--- config.mk ---
export PLATFORM = sky130hd
export DESIGN_NAME = lamp_bridge_drv
export DESIGN_NICKNAME = d
export VERILOG_FILES = /design/src/rtl/lbd_pkg.sv /design/src/rtl/lbd_cycle_ctr.sv /design/src/rtl/lbd_phase_dec.sv /design/src/rtl/lbd_fault_guard.sv /design/src/rtl/lamp_bridge_drv.sv
export SDC_FILE = /design/constraint.sdc
export NUM_CORES = 1
export LEC_CHECK = 0
export CELL_PAD_IN_SITES_DETAIL_PLACEMENT = 1
export CELL_PAD_IN_SITES_GLOBAL_PLACEMENT = 2
export CORE_ASPECT_RATIO = 0.5
export CORE_UTILIZATION = 41
export CTS_CLUSTER_SIZE = 14
export DETAILED_ROUTE_END_ITERATION = 6
export GPL_ROUTABILITY_DRIVEN = 1
export PLACE_DENSITY_LB_ADDON = 0.25
export SLEW_MARGIN = 20
export SYNTH_ARGS = -nofsm -noshare
export SYNTH_HDL_FRONTEND = slang
export SYNTH_SLANG_ARGS = --single-unit
--- constraint.sdc ---
create_clock -name clk -period 25 [get_ports clk]
set_input_delay 2.5 -clock clk [delete_from_list [all_inputs] [get_ports clk]]
set_output_delay 2.5 -clock clk [all_outputs]
set_load 0.05 [all_outputs]
--- src/rtl/lbd_pkg.sv ---
package lbd_pkg;

    localparam int PER_W  = 8;
    localparam int DT_W   = 5;
    localparam int DUTY_W = 8;
    localparam int GUARD  = 4;

    typedef enum logic [1:0] {
        MODE_OFF  = 2'b00,
        MODE_RUN  = 2'b01,
        MODE_IGN  = 2'b10,
        MODE_IDLE = 2'b11
    } mode_e;

    typedef struct packed {
        logic [PER_W-1:0]  per;
        logic [DT_W-1:0]   dt;
        logic [DUTY_W-1:0] duty;
        logic              ign;
    } cyc_cfg_t;

    function automatic logic [PER_W-1:0] min_period(input logic [DT_W-1:0] dt);
        logic [PER_W:0] t;
        t = ({{(PER_W+1-DT_W){1'b0}}, dt} + (PER_W+1)'(GUARD)) << 1;
        return t[PER_W-1:0];
    endfunction

    function automatic logic is_active(input mode_e m);
        return (m == MODE_RUN) || (m == MODE_IGN);
    endfunction

endpackage

--- src/rtl/lbd_cycle_ctr.sv ---
module lbd_cycle_ctr
    import lbd_pkg::*;
(
    input  logic             clk,
    input  logic             rst,
    input  logic             enable,
    input  cyc_cfg_t         cfg_in,
    output logic             run_q,
    output logic [PER_W-1:0] cnt_q,
    output cyc_cfg_t         cfg_q
);

    logic             last;
    logic [PER_W-1:0] floor_per;
    cyc_cfg_t         cfg_clamped;

    assign last      = run_q && (cnt_q == cfg_q.per - 1'b1);
    assign floor_per = min_period(cfg_in.dt);

    always_comb begin
        cfg_clamped = cfg_in;
        if (cfg_in.per < floor_per) begin
            cfg_clamped.per = floor_per;
        end
    end

    always_ff @(posedge clk) begin
        if (rst || !enable) begin
            run_q <= 1'b0;
            cnt_q <= '0;
            cfg_q <= '0;
        end else if (!run_q || last) begin
            run_q <= 1'b1;
            cnt_q <= '0;
            cfg_q <= cfg_clamped;
        end else begin
            cnt_q <= cnt_q + 1'b1;
        end
    end

    AST_CNT_BOUND: assert property (@(posedge clk) disable iff (rst)
        run_q |-> (cnt_q < cfg_q.per));
    AST_CLAMP_FLOOR: assert property (@(posedge clk) disable iff (rst)
        run_q |-> (cfg_q.per >= min_period(cfg_q.dt)));
    AST_CFG_HOLD: assert property (@(posedge clk) disable iff (rst)
        (run_q && !last && enable) |=> $stable(cfg_q));

endmodule

--- src/rtl/lbd_phase_dec.sv ---
module lbd_phase_dec
    import lbd_pkg::*;
(
    input  logic             run_q,
    input  logic [PER_W-1:0] cnt_q,
    input  cyc_cfg_t         cfg_q,
    output logic             lo_raw,
    output logic             hi_raw
);

    localparam int PROD_W = PER_W + DUTY_W;

    logic [PER_W-1:0]  half;
    logic              second;
    logic [PER_W-1:0]  pos;
    logic [PER_W-1:0]  span;
    logic [PROD_W-1:0] prod;
    logic [PER_W-1:0]  on_len;
    logic [PER_W:0]    on_end;
    logic [PER_W-1:0]  dt_ext;
    logic              on;

    always_comb begin
        half   = cfg_q.per >> 1;
        second = (cnt_q >= half);
        pos    = second ? (cnt_q - half) : cnt_q;
        dt_ext = {{(PER_W-DT_W){1'b0}}, cfg_q.dt};
        span   = half - dt_ext;
        prod   = {{DUTY_W{1'b0}}, span} * {{PER_W{1'b0}}, cfg_q.duty};
        on_len = cfg_q.ign ? prod[PROD_W-1:DUTY_W] : span;
        on_end = {1'b0, dt_ext} + {1'b0, on_len};
        on     = run_q && (pos >= dt_ext) && ({1'b0, pos} < on_end);
        lo_raw = on && !second;
        hi_raw = on && second;
    end

endmodule

--- src/rtl/lbd_fault_guard.sv ---
module lbd_fault_guard
    import lbd_pkg::*;
(
    input  logic  clk,
    input  logic  rst,
    input  mode_e mode,
    input  logic  ovp_flag,
    input  logic  lamp_gone,
    output logic  trip,
    output logic  fault_q
);

    logic active;

    assign active = is_active(mode);
    assign trip   = active && (ovp_flag || (lamp_gone && (mode == MODE_RUN)));

    always_ff @(posedge clk) begin
        if (rst || !active) begin
            fault_q <= 1'b0;
        end else if (trip) begin
            fault_q <= 1'b1;
        end
    end

    AST_TRIP_LATCH: assert property (@(posedge clk) disable iff (rst)
        (trip && active) |=> fault_q);
    AST_FAULT_STICKY: assert property (@(posedge clk) disable iff (rst)
        (fault_q && active) |=> fault_q);

endmodule

--- src/rtl/lamp_bridge_drv.sv ---
module lamp_bridge_drv
    import lbd_pkg::*;
#(
    parameter int P_PER_W  = lbd_pkg::PER_W,
    parameter int P_DT_W   = lbd_pkg::DT_W,
    parameter int P_DUTY_W = lbd_pkg::DUTY_W
) (
    input  logic                clk,
    input  logic                rst,
    input  logic [1:0]          mode_sel,
    input  logic [P_PER_W-1:0]  period_in,
    input  logic [P_DT_W-1:0]   dead_in,
    input  logic [P_DUTY_W-1:0] duty_in,
    input  logic                ovp_flag,
    input  logic                lamp_gone,
    output logic                gate_lo,
    output logic                gate_hi,
    output logic                fault
);

    mode_e            mode;
    cyc_cfg_t         cfg_in;
    cyc_cfg_t         cfg_q;
    logic             run_q;
    logic [PER_W-1:0] cnt_q;
    logic             lo_raw;
    logic             hi_raw;
    logic             trip;
    logic             fault_q;
    logic             kill;
    logic             enable;

    assign mode   = mode_e'(mode_sel);
    assign cfg_in = '{per: period_in, dt: dead_in, duty: duty_in,
                      ign: (mode == MODE_IGN)};
    assign enable = is_active(mode) && !fault_q;

    lbd_fault_guard i_guard (
        .clk      (clk),
        .rst      (rst),
        .mode     (mode),
        .ovp_flag (ovp_flag),
        .lamp_gone(lamp_gone),
        .trip     (trip),
        .fault_q  (fault_q)
    );

    lbd_cycle_ctr i_ctr (
        .clk   (clk),
        .rst   (rst),
        .enable(enable),
        .cfg_in(cfg_in),
        .run_q (run_q),
        .cnt_q (cnt_q),
        .cfg_q (cfg_q)
    );

    lbd_phase_dec i_dec (
        .run_q (run_q),
        .cnt_q (cnt_q),
        .cfg_q (cfg_q),
        .lo_raw(lo_raw),
        .hi_raw(hi_raw)
    );

    assign kill    = trip || fault_q;
    assign gate_lo = lo_raw && !kill;
    assign gate_hi = hi_raw && !kill;
    assign fault   = fault_q;

    AST_NO_OVERLAP: assert property (@(posedge clk) disable iff (rst)
        !(gate_lo && gate_hi));
    AST_OFF_RELEASE: assert property (@(posedge clk) disable iff (rst)
        !is_active(mode) |=> (!fault && !run_q));
    AST_RESET_QUIET: assert property (@(posedge clk)
        rst |=> (!fault && !gate_lo && !gate_hi));

endmodule

=== Word level (Yosys, flattened, before mapping) ===
Index checks and enable logic that the tools add are counted.

* $add $sub $neg: 6
* Multipliers: 1
* Div/mod/pow operators: 0
* Order comparisons: 4
* Equality and inequality tests: 3
* Shift-type cells: 0
* Multiplexer cells: 3
* Bitwise logic cells: 0
* Reductions and logical operators: 23

{| class="wikitable"
|+ Operators by type and width
! operator !! number
|-
| $mux W8 || 3
|-
| $mul A8 B8 Y16 || 1
|-
| $logic_and A1 B1 Y1 || 10
|-
| $add A5 B8 Y9 || 1
|-
| $lt A8 B9 Y1 || 1
|-
| $add A8 B1 Y8 const B || 1
|-
| $eq A8 B8 Y1 || 1
|-
| $ge A8 B5 Y1 || 1
|-
| $ge A8 B7 Y1 || 1
|-
| $lt A8 B8 Y1 || 1
|-
| $sub A7 B5 Y8 || 1
|-
| $sub A8 B1 Y8 const B || 1
|-
| $sub A8 B7 Y8 || 1
|-
| $add A5 B3 Y6 const B || 1
|-
| $logic_not A1 Y1 || 6
|-
| $logic_or A1 B1 Y1 || 6
|-
| $eq A2 B1 Y1 const B || 1
|-
| $eq A2 B2 Y1 const B || 1
|-
| $reduce_or A2 Y1 || 1
|}

* Bits in registers: 32
* Latch bits: 0
* RAM bits: 0
* Memory bits (read-only): 0
* Input bits: 27
* Output and inout port bits: 3
* Logic and storage cells: 47
* Memories: 0

=== Logic depth before layout (Yosys ltp) ===
Gate-level depths: netlist (run 1).

* Depth after elaboration: 8
* Gate-level depth with buffers: 36
* Mapped depth without buffers: 36

=== Hierarchy ===
Synthesis (run 1) repeated with hierarchy kept, for this count alone.

* Cells, all modules: 655
* Area, all modules: 5522.8 sq um

{| class="wikitable"
|+ By module, submodules not included
! module !! instances !! cells an instance !! area an instance (sq um) !! seq. area each (sq um)
|-
| lbd_phase_dec || 1 || 403 || 3378.2 || 0.0
|-
| lbd_cycle_ctr || 1 || 240 || 2044.5 || 620.6
|-
| lbd_fault_guard || 1 || 7 || 65.1 || 20.0
|-
| lamp_bridge_drv || 1 || 5 || 35.0 || 0.0
|}

=== Worst setup path before layout (run 1) ===
OpenSTA, ideal clock, no wires.

* Kind: register to output
* Start: register, netlist name i_ctr.cfg_q[15]
* End: output port gate_hi
* Arrival time: 8600 ps
* Required time: 22500 ps
* Slack: 13900 ps
* Cell stages (with the launch flop): 36
* Buffers on the path: 0
* Cell sequence: dfxtp_1 > inv_1 > ha_1 > inv_1 > fa_1 > a211oi_1 > o21ai_0 > xnor2_1 > nor2b_1 > fa_1 > fa_1 > fa_1 > inv_1 > fa_1 > inv_1 > ha_1 > a21oi_2 > o211ai_1 > o21a_1 > o21a_1 > or3_1 > nand3_1 > nand2_1 > ha_1 > a21oi_1 > nand2_1 > a21oi_1 > o21bai_1 > xor2_1 > ha_1 > a2111o_1 > a21oi_1 > and2_0 > a311o_1 > a31oi_1 > nor3_1

* Word-level cells in the longest chain between the ends: 8
* Elaborated cells between the ends (all ways): 13
* Those cells by class: add/sub (3); mul (1); order compare (3); mux (2); reduce/logical (4)

{| class="wikitable"
|+ Ends and longest elaborated chain
! what !! RTL line !! text
|-
| $sub A7 B5 Y8 || lbd_phase_dec.sv:28 || <nowiki>span = half - dt_ext;</nowiki>
|-
| $mul A8 B8 Y16 || lbd_phase_dec.sv:29 || <nowiki>prod = {{DUTY_W{1'b0}}, span} * {{PER_W{1'b0}}, cfg_q.duty};</nowiki>
|-
| $mux W8 || lbd_phase_dec.sv:30 || <nowiki>on_len = cfg_q.ign ? prod[PROD_W-1:DUTY_W] : span;</nowiki>
|-
| $add A5 B8 Y9 || lbd_phase_dec.sv:31 || <nowiki>on_end = {1'b0, dt_ext} + {1'b0, on_len};</nowiki>
|-
| $lt A8 B9 Y1 || lbd_phase_dec.sv:32 || <nowiki>on = run_q && (pos >= dt_ext) && ({1'b0, pos} < on_end);</nowiki>
|-
| $logic_and A1 B1 Y1 || lbd_phase_dec.sv:32 ||
|-
| $logic_and A1 B1 Y1 (*) || lbd_phase_dec.sv:34 || <nowiki>hi_raw = on && second;</nowiki>
|-
| $logic_and A1 B1 Y1 (*) || lamp_bridge_drv.sv:68 || <nowiki>assign gate_hi = hi_raw && !kill;</nowiki>
|-
| end, declared || lamp_bridge_drv.sv:17 || <nowiki>output logic gate_hi,</nowiki>
|}

Every way passes the cells marked *; elsewhere a longest branch is shown, timed or not.

=== Worst setup path in the final report (run 1) ===
* Start: register, netlist name i_ctr.cfg_q[15]
* End: output port gate_lo

* Word-level cells in the longest chain between the ends: 8
* Elaborated cells between the ends (all ways): 14
* Those cells by class: add/sub (3); mul (1); order compare (3); mux (2); reduce/logical (5)

{| class="wikitable"
|+ Ends and longest elaborated chain
! what !! RTL line !! text
|-
| $sub A7 B5 Y8 || lbd_phase_dec.sv:28 ||
|-
| $mul A8 B8 Y16 || lbd_phase_dec.sv:29 ||
|-
| $mux W8 || lbd_phase_dec.sv:30 ||
|-
| $add A5 B8 Y9 || lbd_phase_dec.sv:31 ||
|-
| $lt A8 B9 Y1 || lbd_phase_dec.sv:32 ||
|-
| $logic_and A1 B1 Y1 || lbd_phase_dec.sv:32 ||
|-
| $logic_and A1 B1 Y1 (*) || lbd_phase_dec.sv:33 || <nowiki>lo_raw = on && !second;</nowiki>
|-
| $logic_and A1 B1 Y1 (*) || lamp_bridge_drv.sv:67 || <nowiki>assign gate_lo = lo_raw && !kill;</nowiki>
|-
| end, declared || lamp_bridge_drv.sv:16 || <nowiki>output logic gate_lo,</nowiki>
|}

Marks and branches as above.

==> results of run 1 <==
==> placed cells by master, fill, tap and decap left out, drive strengths merged, types with 3 or more instances in the layout <==
cell	netlist	final
a211o	4	4
a211oi	6	6
a21o	16	16
a21oi	36	36
a31oi	3	3
and2	34	34
and3	4	4
and4	4	4
clkbuf	6	7
clkdlybuf4s50	0	29
dfxtp	32	32
fa	38	38
ha	74	74
inv	71	71
mux2i	9	9
nand2	54	54
nand2b	12	12
nand3	19	19
nand4	5	5
nor2	34	34
nor2b	17	17
nor3	14	14
nor4	4	4
o211ai	5	5
o21a	9	9
o21ai	19	19
o21bai	3	3
o31ai	4	4
or3	3	3
xnor2	23	23
xor2	7	7
==> through the flow <==
stage / power, mW / setup WS, ns
after global routing: 0.297 / 11.92
after global placement: 0.196 / 13.32
after floorplan: 0.162 / 13.90
after CTS: 0.277 / 12.70
final: 0.274 / 12.75
after detailed placement: 0.200 / 13.04
==> how the worst max path moves through the flow <==
stage	start	end	slack (ns)	cells after the start
2_1_floorplan	i_ctr.cfg_q[15]	gate_hi	13.90	35
3_3_place_gp	i_ctr.cfg_q[15]	gate_lo	13.32	36
3_5_place_dp	i_ctr.cfg_q[15]	gate_lo	13.04	34
4_1_cts	i_ctr.cfg_q[15]	gate_lo	12.70	36
5_1_grt	i_ctr.cfg_q[15]	gate_lo	11.92	36
6_report	i_ctr.cfg_q[15]	gate_lo	12.75	36
==> kinds of logic after synthesis <==
logic type,count (synthesis),share of synthesized area [%]
xor+xnor,30,5.17
flops,32,12.6
compound gates,125,17.3
buf+inv,85,6.97
fa+ha+maj,112,33.2
simple gates,212,22.6
mux,11,2.22
==> worst register-to-register path: stages (launching register included) <==
cell and delay [ns]:
dfxtp_1 0.44, inv_1 0.13, ha_1 0.25, and2b_1 0.21
a21oi_1 0.12, o21a_1 0.13, o2111ai_1 0.22, o21ai_4 0.77
nor2_1 0.15, a311oi_2 0.26
==> final cells by class <==
class | instances | area, um2 | share of cell area, %
clock buffers | 7 | 153 | 2.69
multi-input cells | 490 | 4090 | 72.0
well taps | 165 | 206 | 3.63
clock inverters | 1 | 30.0 | 0.528
repair buffers | 30 | 298 | 5.24
inverters | 71 | 267 | 4.69
flip-flops and latches | 32 | 641 | 11.3
==> routing by layer <==
layer	global-route usage, %	vias to the layer above	routed length [um]	share of wire [%]
met5	0	-	0	0
met4	3.27	0	77	0.56
met3	2.91	9	313	2.3
met2	39.9	39	6370	46
met1	30.4	2142	6940	51
li1	-	2131	-	-
==> flip-flops by register name, summed over array words and instances (netlist names) <==
signal / count
i_ctr.cfg_q: 22
i_guard.fault_q: 1
i_ctr.cnt_q: 8
i_ctr.run_q: 1
==> report_power, final <==
part           switching, mW  internal [mW]
clock network         0.0233         0.0525
logic                 0.0814         0.0582
registers            0.00509         0.0535
==> metrics.log, run 1 <==
INFO  metric synth_enable_flop_cells = 0
INFO  metric drive_above_1_share = ~5.7%
INFO  metric firstDrtPassIters = 4
INFO  metric critical_path.most_common_cell = fa_1
INFO  metric die_w = 159 um
INFO  metric start_util = 42.6%
INFO  metric post_drt_wl_per_cell = 17.2 um
INFO  metric area.growth.synth_to_final = 11.8%
INFO  metric worst_hold_path.endpoint = i_guard.fault_q
INFO  metric synth_common_cells = 74 x ha_1, 71 x inv_1, 54 x nand2_1
INFO  metric ys.warnings.count = 0
INFO  metric largest_net_degree_at_the_start_of_global_routing = 27
INFO  metric postSynth.topFlopCell = dfxtp_1
INFO  metric syn_area = 5080 um2
INFO  metric placed_cells_incl_taps = 788
INFO  metric post-synth-top-area-fraction = a little under a fifth
INFO  metric hold_buffers = 0
INFO  metric hold-path-cell-count = 2
INFO  metric num-nets-final = between 700 and 800
INFO  metric finish.instance_area = 5680 um2
INFO  metric yosys.cell_count.top_type = ha_1
INFO  metric nFillCells = 1,415
INFO  metric finalSetupTns = 0 ns
INFO  metric critPathLaunchType = register
INFO  metric wire_length_of_the_first_global_routing_pass = 22,800 um
INFO  metric top_delay_family_on_crit_path = adder cells
INFO  metric finalCritPeriodShare = between 40 and 50%
INFO  metric r2r-end = i_ctr.cfg_q[15]
INFO  metric yosys.cell_types.count = 67
INFO  metric async_s_r_ff_share_synth = 0%
INFO  metric reg2reg_setup_slack = 22.24 ns
INFO  metric grt_antenna_before_repair = 0
INFO  metric cts_root_buf = clkbuf_16
INFO  metric critical_path_class = register to output port
INFO  metric io_pins = 30
INFO  metric crit_path_end_kind = output port
INFO  metric cts_buffers = 5
INFO  metric worstRegToRegCells = 9
INFO  metric synth.net_count = 746
INFO  metric first_global_vias = ~4,500
INFO  metric post_cts_resize_count = 0
INFO  metric final.hold.worst_slack = 0.496 ns
INFO  metric drt_drc_violations_left = 0
INFO  metric synth_seq_cells = 32
INFO  metric max-cap-violations = 0
INFO  metric ant_nets = 0
INFO  metric min_period = 12.25 ns
INFO  metric regToRegStartpoint = i_ctr.cfg_q[15]
INFO  metric synth_area_per_cell = 8.38 um2
INFO  metric final_max_tran_viols = 0
INFO  metric grt_setup_unrepaired = false
INFO  metric post_synth_inst_count = 607
INFO  metric ys_top_cells_by_area = ha_1 18%, fa_1 15%, dfxtp_1 13%
INFO  metric cts.clk_slew.worst_paths = 0.05 ns
INFO  metric cts_post_setup_buffers_inserted = 0
INFO  metric power.ir.vdd_worst = roughly 0.025 mV
INFO  metric cell_rows = 28
INFO  metric gpl.final_weighted_congestion = 0.805
INFO  metric core_area = 11,900 um2
INFO  metric powerDensity = a little under 50 nW/um2
INFO  metric postLayoutCoreUtil = 47.6%
INFO  metric max_transition_margin = 37.5%
INFO  metric timing.hold.worst.class = register to register
INFO  metric slowest_stage = clkdlybuf4s50_1
INFO  metric final_setup_violating_endpoints = 0
INFO  metric num_vias = 4,321
INFO  metric tritoncts_clock_tree = done
INFO  metric run_status = finished, final reports clean
INFO  metric port-buffer-count = 29
INFO  metric synth_top_area_cell = ha_1
INFO  metric grt.total_usage = 22.6%
INFO  metric viasPerCell = 5.43
INFO  metric post_layout_nonfiller_instances = 796
INFO  metric worst_path_largest_cell_delay = 0.84 ns
INFO  metric endpoint_required_time_on_the_critical_path = 22.50 ns
INFO  metric cts_sinks = 32
INFO  metric clock_skew = 0.00556 ns
INFO  metric overflow = 0
INFO  metric detail_route.wirelength = 13,700 um
INFO  metric clockBufferDepth = 2
INFO  metric drt_first_iter_violations = 149
INFO  metric detailedPlacementHpwl = 11,400 um
INFO  metric die-height = 80.7 um
INFO  metric p_leak = roughly 2.7 nW
INFO  metric num_antenna_cells = 0
INFO  metric min_from = i_guard.fault_q
INFO  metric dpl-instance-area = 5500 um2
INFO  metric tightestPinTransition = 0.938 ns
INFO  metric fp.dieArea = 12,900 um2
INFO  metric cp.buffers_inverters = 5
INFO  metric seq_area_frac_synth = 12.6%
INFO  metric hold_violations = 0
INFO  metric crit_fanout = 9
INFO  metric cts-htree-levels = 2
INFO  metric clk_latency = 0.28 ns
INFO  metric max_clock_freq = 81.6 MHz
INFO  metric arrival = 9.75 ns
(Power assumes the default switching activity.)
==> run 2: changes to the inputs <==
--- a/config.mk
+++ b/config.mk
@@ -8,7 +8,7 @@
 export CELL_PAD_IN_SITES_DETAIL_PLACEMENT = 1
 export CELL_PAD_IN_SITES_GLOBAL_PLACEMENT = 2
 export CORE_ASPECT_RATIO = 0.5
-export CORE_UTILIZATION = 41
+export CORE_UTILIZATION = 34
 export CTS_CLUSTER_SIZE = 14
 export DETAILED_ROUTE_END_ITERATION = 6
 export GPL_ROUTABILITY_DRIVEN = 1
==> constraint.sdc (replaced) <==
create_clock -name clk -period 11 [get_ports clk]
set_input_delay 1.1 -clock clk [delete_from_list [all_inputs] [get_ports clk]]
set_output_delay 1.1 -clock clk [all_outputs]
set_load 0.05 [all_outputs]
==> metrics.log, run 2 (synthesis results as in run 1) <==
INFO  metric final.hold.worst_slack = 0.498 ns
INFO  metric num-nets-final = 773
INFO  metric gpl.final_weighted_congestion = 0.853
INFO  metric powerDensity = 108 nW/um2
INFO  metric start_util = about a third
INFO  metric regToRegStartpoint = i_ctr.cfg_q[15]
INFO  metric timing.hold.worst.class = register to register
INFO  metric seq_power_share = 21.4%
INFO  metric r2r-end = i_ctr.cfg_q[4]
INFO  metric cts-htree-levels = 2
INFO  metric final_cell_mix = 74 x ha_1, 71 x inv_1, 54 x nand2_1
INFO  metric max_transition_margin = between 30% and 40%
INFO  metric overflow = 0
INFO  metric cts_root_buf = clkbuf_16
INFO  metric critical_path.endpoint = gate_lo
INFO  metric cts.clk_slew.worst_paths = 0.05 ns
INFO  metric port-buffer-count = 29
INFO  metric final_max_tran_viols = 0
INFO  metric pint = 0.364 mW
INFO  metric cts_buffers = 5
INFO  metric p_clk_share = a little over a quarter
INFO  metric power.ir.vdd_worst = around 0.062 mV
INFO  metric finalCritPeriodShare = 92.3%
INFO  metric final_setup_violating_endpoints = 0
INFO  metric viasPerCell = 5.10
INFO  metric total_switching_power = 0.254 mW
INFO  metric grt_antenna_before_repair = 0
INFO  metric max_clock_freq = 98.4 MHz
INFO  metric max-cap-violations = 0
INFO  metric critPathLaunchType = register
INFO  metric drt_first_iter_violations = roughly 160
INFO  metric min_period = 10.16 ns
INFO  metric die-height = 88.5 um
INFO  metric final_common_cell = ha_1
INFO  metric hold_violations = 0
INFO  metric endpoint_required_time_on_the_critical_path = 9.90 ns
INFO  metric cell_rows = 31
INFO  metric reg2reg_setup_slack = roughly 8 ns
INFO  metric finish.instance_area = 5730 um2
INFO  metric worstRegToRegCells = 9
INFO  metric clk_latency = 0.28 ns
INFO  metric fp.dieArea = 15,500 um2
INFO  metric grt_setup_unrepaired = false
INFO  metric first_global_vias = ~4,400
INFO  metric num_vias = 4,248
INFO  metric arrival = 9.06 ns
INFO  metric detail_route.wirelength = 13,700 um
INFO  metric finalSetupTns = 0 ns
INFO  metric p_leak = 2.68 nW
INFO  metric reg.largest.list = i_ctr.cfg_q (22), i_ctr.cnt_q (8)
INFO  metric core_area = 14,500 um2
INFO  metric post_drt_wl_per_cell = 16.4 um
INFO  metric worst_path_largest_cell_delay = around 0.54 ns
INFO  metric postLayoutCoreUtil = just under 40%
INFO  metric ant_nets = 0
INFO  metric critical_path_class = register to output port
INFO  metric run_status = finished, final reports clean
INFO  metric detailedPlacementHpwl = ~12,000 um
INFO  metric num_antenna_cells = 0
INFO  metric drt_drc_violations_left = 0
INFO  metric drive_above_1_share = 6.61%
INFO  metric cts_post_setup_buffers_inserted = 0
INFO  metric flip_flop_count_of_the_largest_register_after_layout = 22
INFO  metric die_w = 175 um
INFO  metric dpl-instance-area = 5570 um2
INFO  metric crit_path_end_kind = output port
INFO  metric tightestPinTransition = 0.917 ns
INFO  metric tritoncts_clock_tree = done
INFO  metric io_pins = 30
INFO  metric wire_length_of_the_first_global_routing_pass = approximately 23,000 um
INFO  metric largest_net_degree_at_the_start_of_global_routing = 27
INFO  metric switching_share = 41.1%
INFO  metric area.growth.synth_to_final = 12.7%
INFO  metric clockBufferDepth = 2
INFO  metric crit_fanout = 8
INFO  metric p_comb_share = approximately 53%
INFO  metric firstDrtPassIters = 4
INFO  metric clock_skew = 0.00581 ns
INFO  metric largest-register = i_ctr.cfg_q
INFO  metric grt.total_usage = around a fifth
INFO  metric cts_sinks = 32
INFO  metric cp-startpoint = i_ctr.cfg_q[10]
INFO  metric slowest_stage = fa_1
-- run 2: changes by cell type in the layout (fill, tap and decap cells not counted), sizes merged --
| cell | previous run | this run |
|---|---|---|
| clkdlybuf4s50 | 29 | 27 |
| clkinvlp | 0 | 1 |
| buf | 1 | 5 |
| clkinv | 0 | 1 |
-- run 2: how the worst min path moves through the flow --
stage / endpoint / cells after the start / startpoint
final: i_ctr.cfg_q[11] / 2 / i_ctr.cfg_q[11]
after floorplan: i_ctr.cfg_q[11] / 2 / i_ctr.cfg_q[11]
after CTS: i_ctr.cfg_q[11] / 2 / i_ctr.cfg_q[11]
after global placement: i_ctr.cfg_q[11] / 2 / i_ctr.cfg_q[11]
after global routing: i_ctr.cfg_q[11] / 2 / i_ctr.cfg_q[11]
after detailed placement: i_guard.fault_q / 2 / i_guard.fault_q
-- run 2: critical path, delay by kind of cell, from the launching register on --
family                     cells  cell delay [ns]
DFF                            1             0.40
AOI/OAI and AO/OA             14             2.76
and+or+nand+nor                9             1.60
adders and majority gates      8             3.28
buffers and inverters          4             0.53
xor gates and xnor gates       1             0.20
-- run 2: final cells by class --
class	count	area (um2)
Clock buffer	5	125
Clock inverter	3	42.5
Fill cell	1762	8820
Inverter	71	267
Multi-Input combinational cell	490	4090
Sequential cell	32	641
Tap cell	198	248
Timing Repair Buffer	34	318
-- run 2: power by group through the flow --
stage | clock network [mW] | logic (mW) | registers, mW
floorplan | 0 | 0.237 | 0.131
global route | 0.168 | 0.370 | 0.134
global placement | 0 | 0.323 | 0.135
finish | 0.161 | 0.324 | 0.132
CTS | 0.164 | 0.330 | 0.132
detailed placement | 0 | 0.328 | 0.135
-- run 2: what timing repair did --
action	CTS	global route
setup endpoints to repair	0	2
hold buffers	0	0
gates resized for setup	0	4
-- run 2: per-stage QoR --
step / setup WS (ns) / cells / total power, mW
floorplan: 1.30 / 607 / 0.367
global placement: 0.874 / 825 / 0.458
detailed placement: 0.614 / 825 / 0.463
CTS: 0.270 / 833 / 0.626
global route: 0.0406 / 833 / 0.672
finish: 0.842 / 833 / 0.618
-- run 2: metal layers --
| layer | track usage (%) | wire length (um) | vias up |
|---|---|---|---|
| met5 | 0 | 0 | - |
| met4 | 2.37 | 98 | 0 |
| met3 | 2.92 | 398 | 8 |
| met2 | 31.0 | 6070 | 33 |
| met1 | 26.5 | 7110 | 2068 |
| li1 | - | - | 2139 |
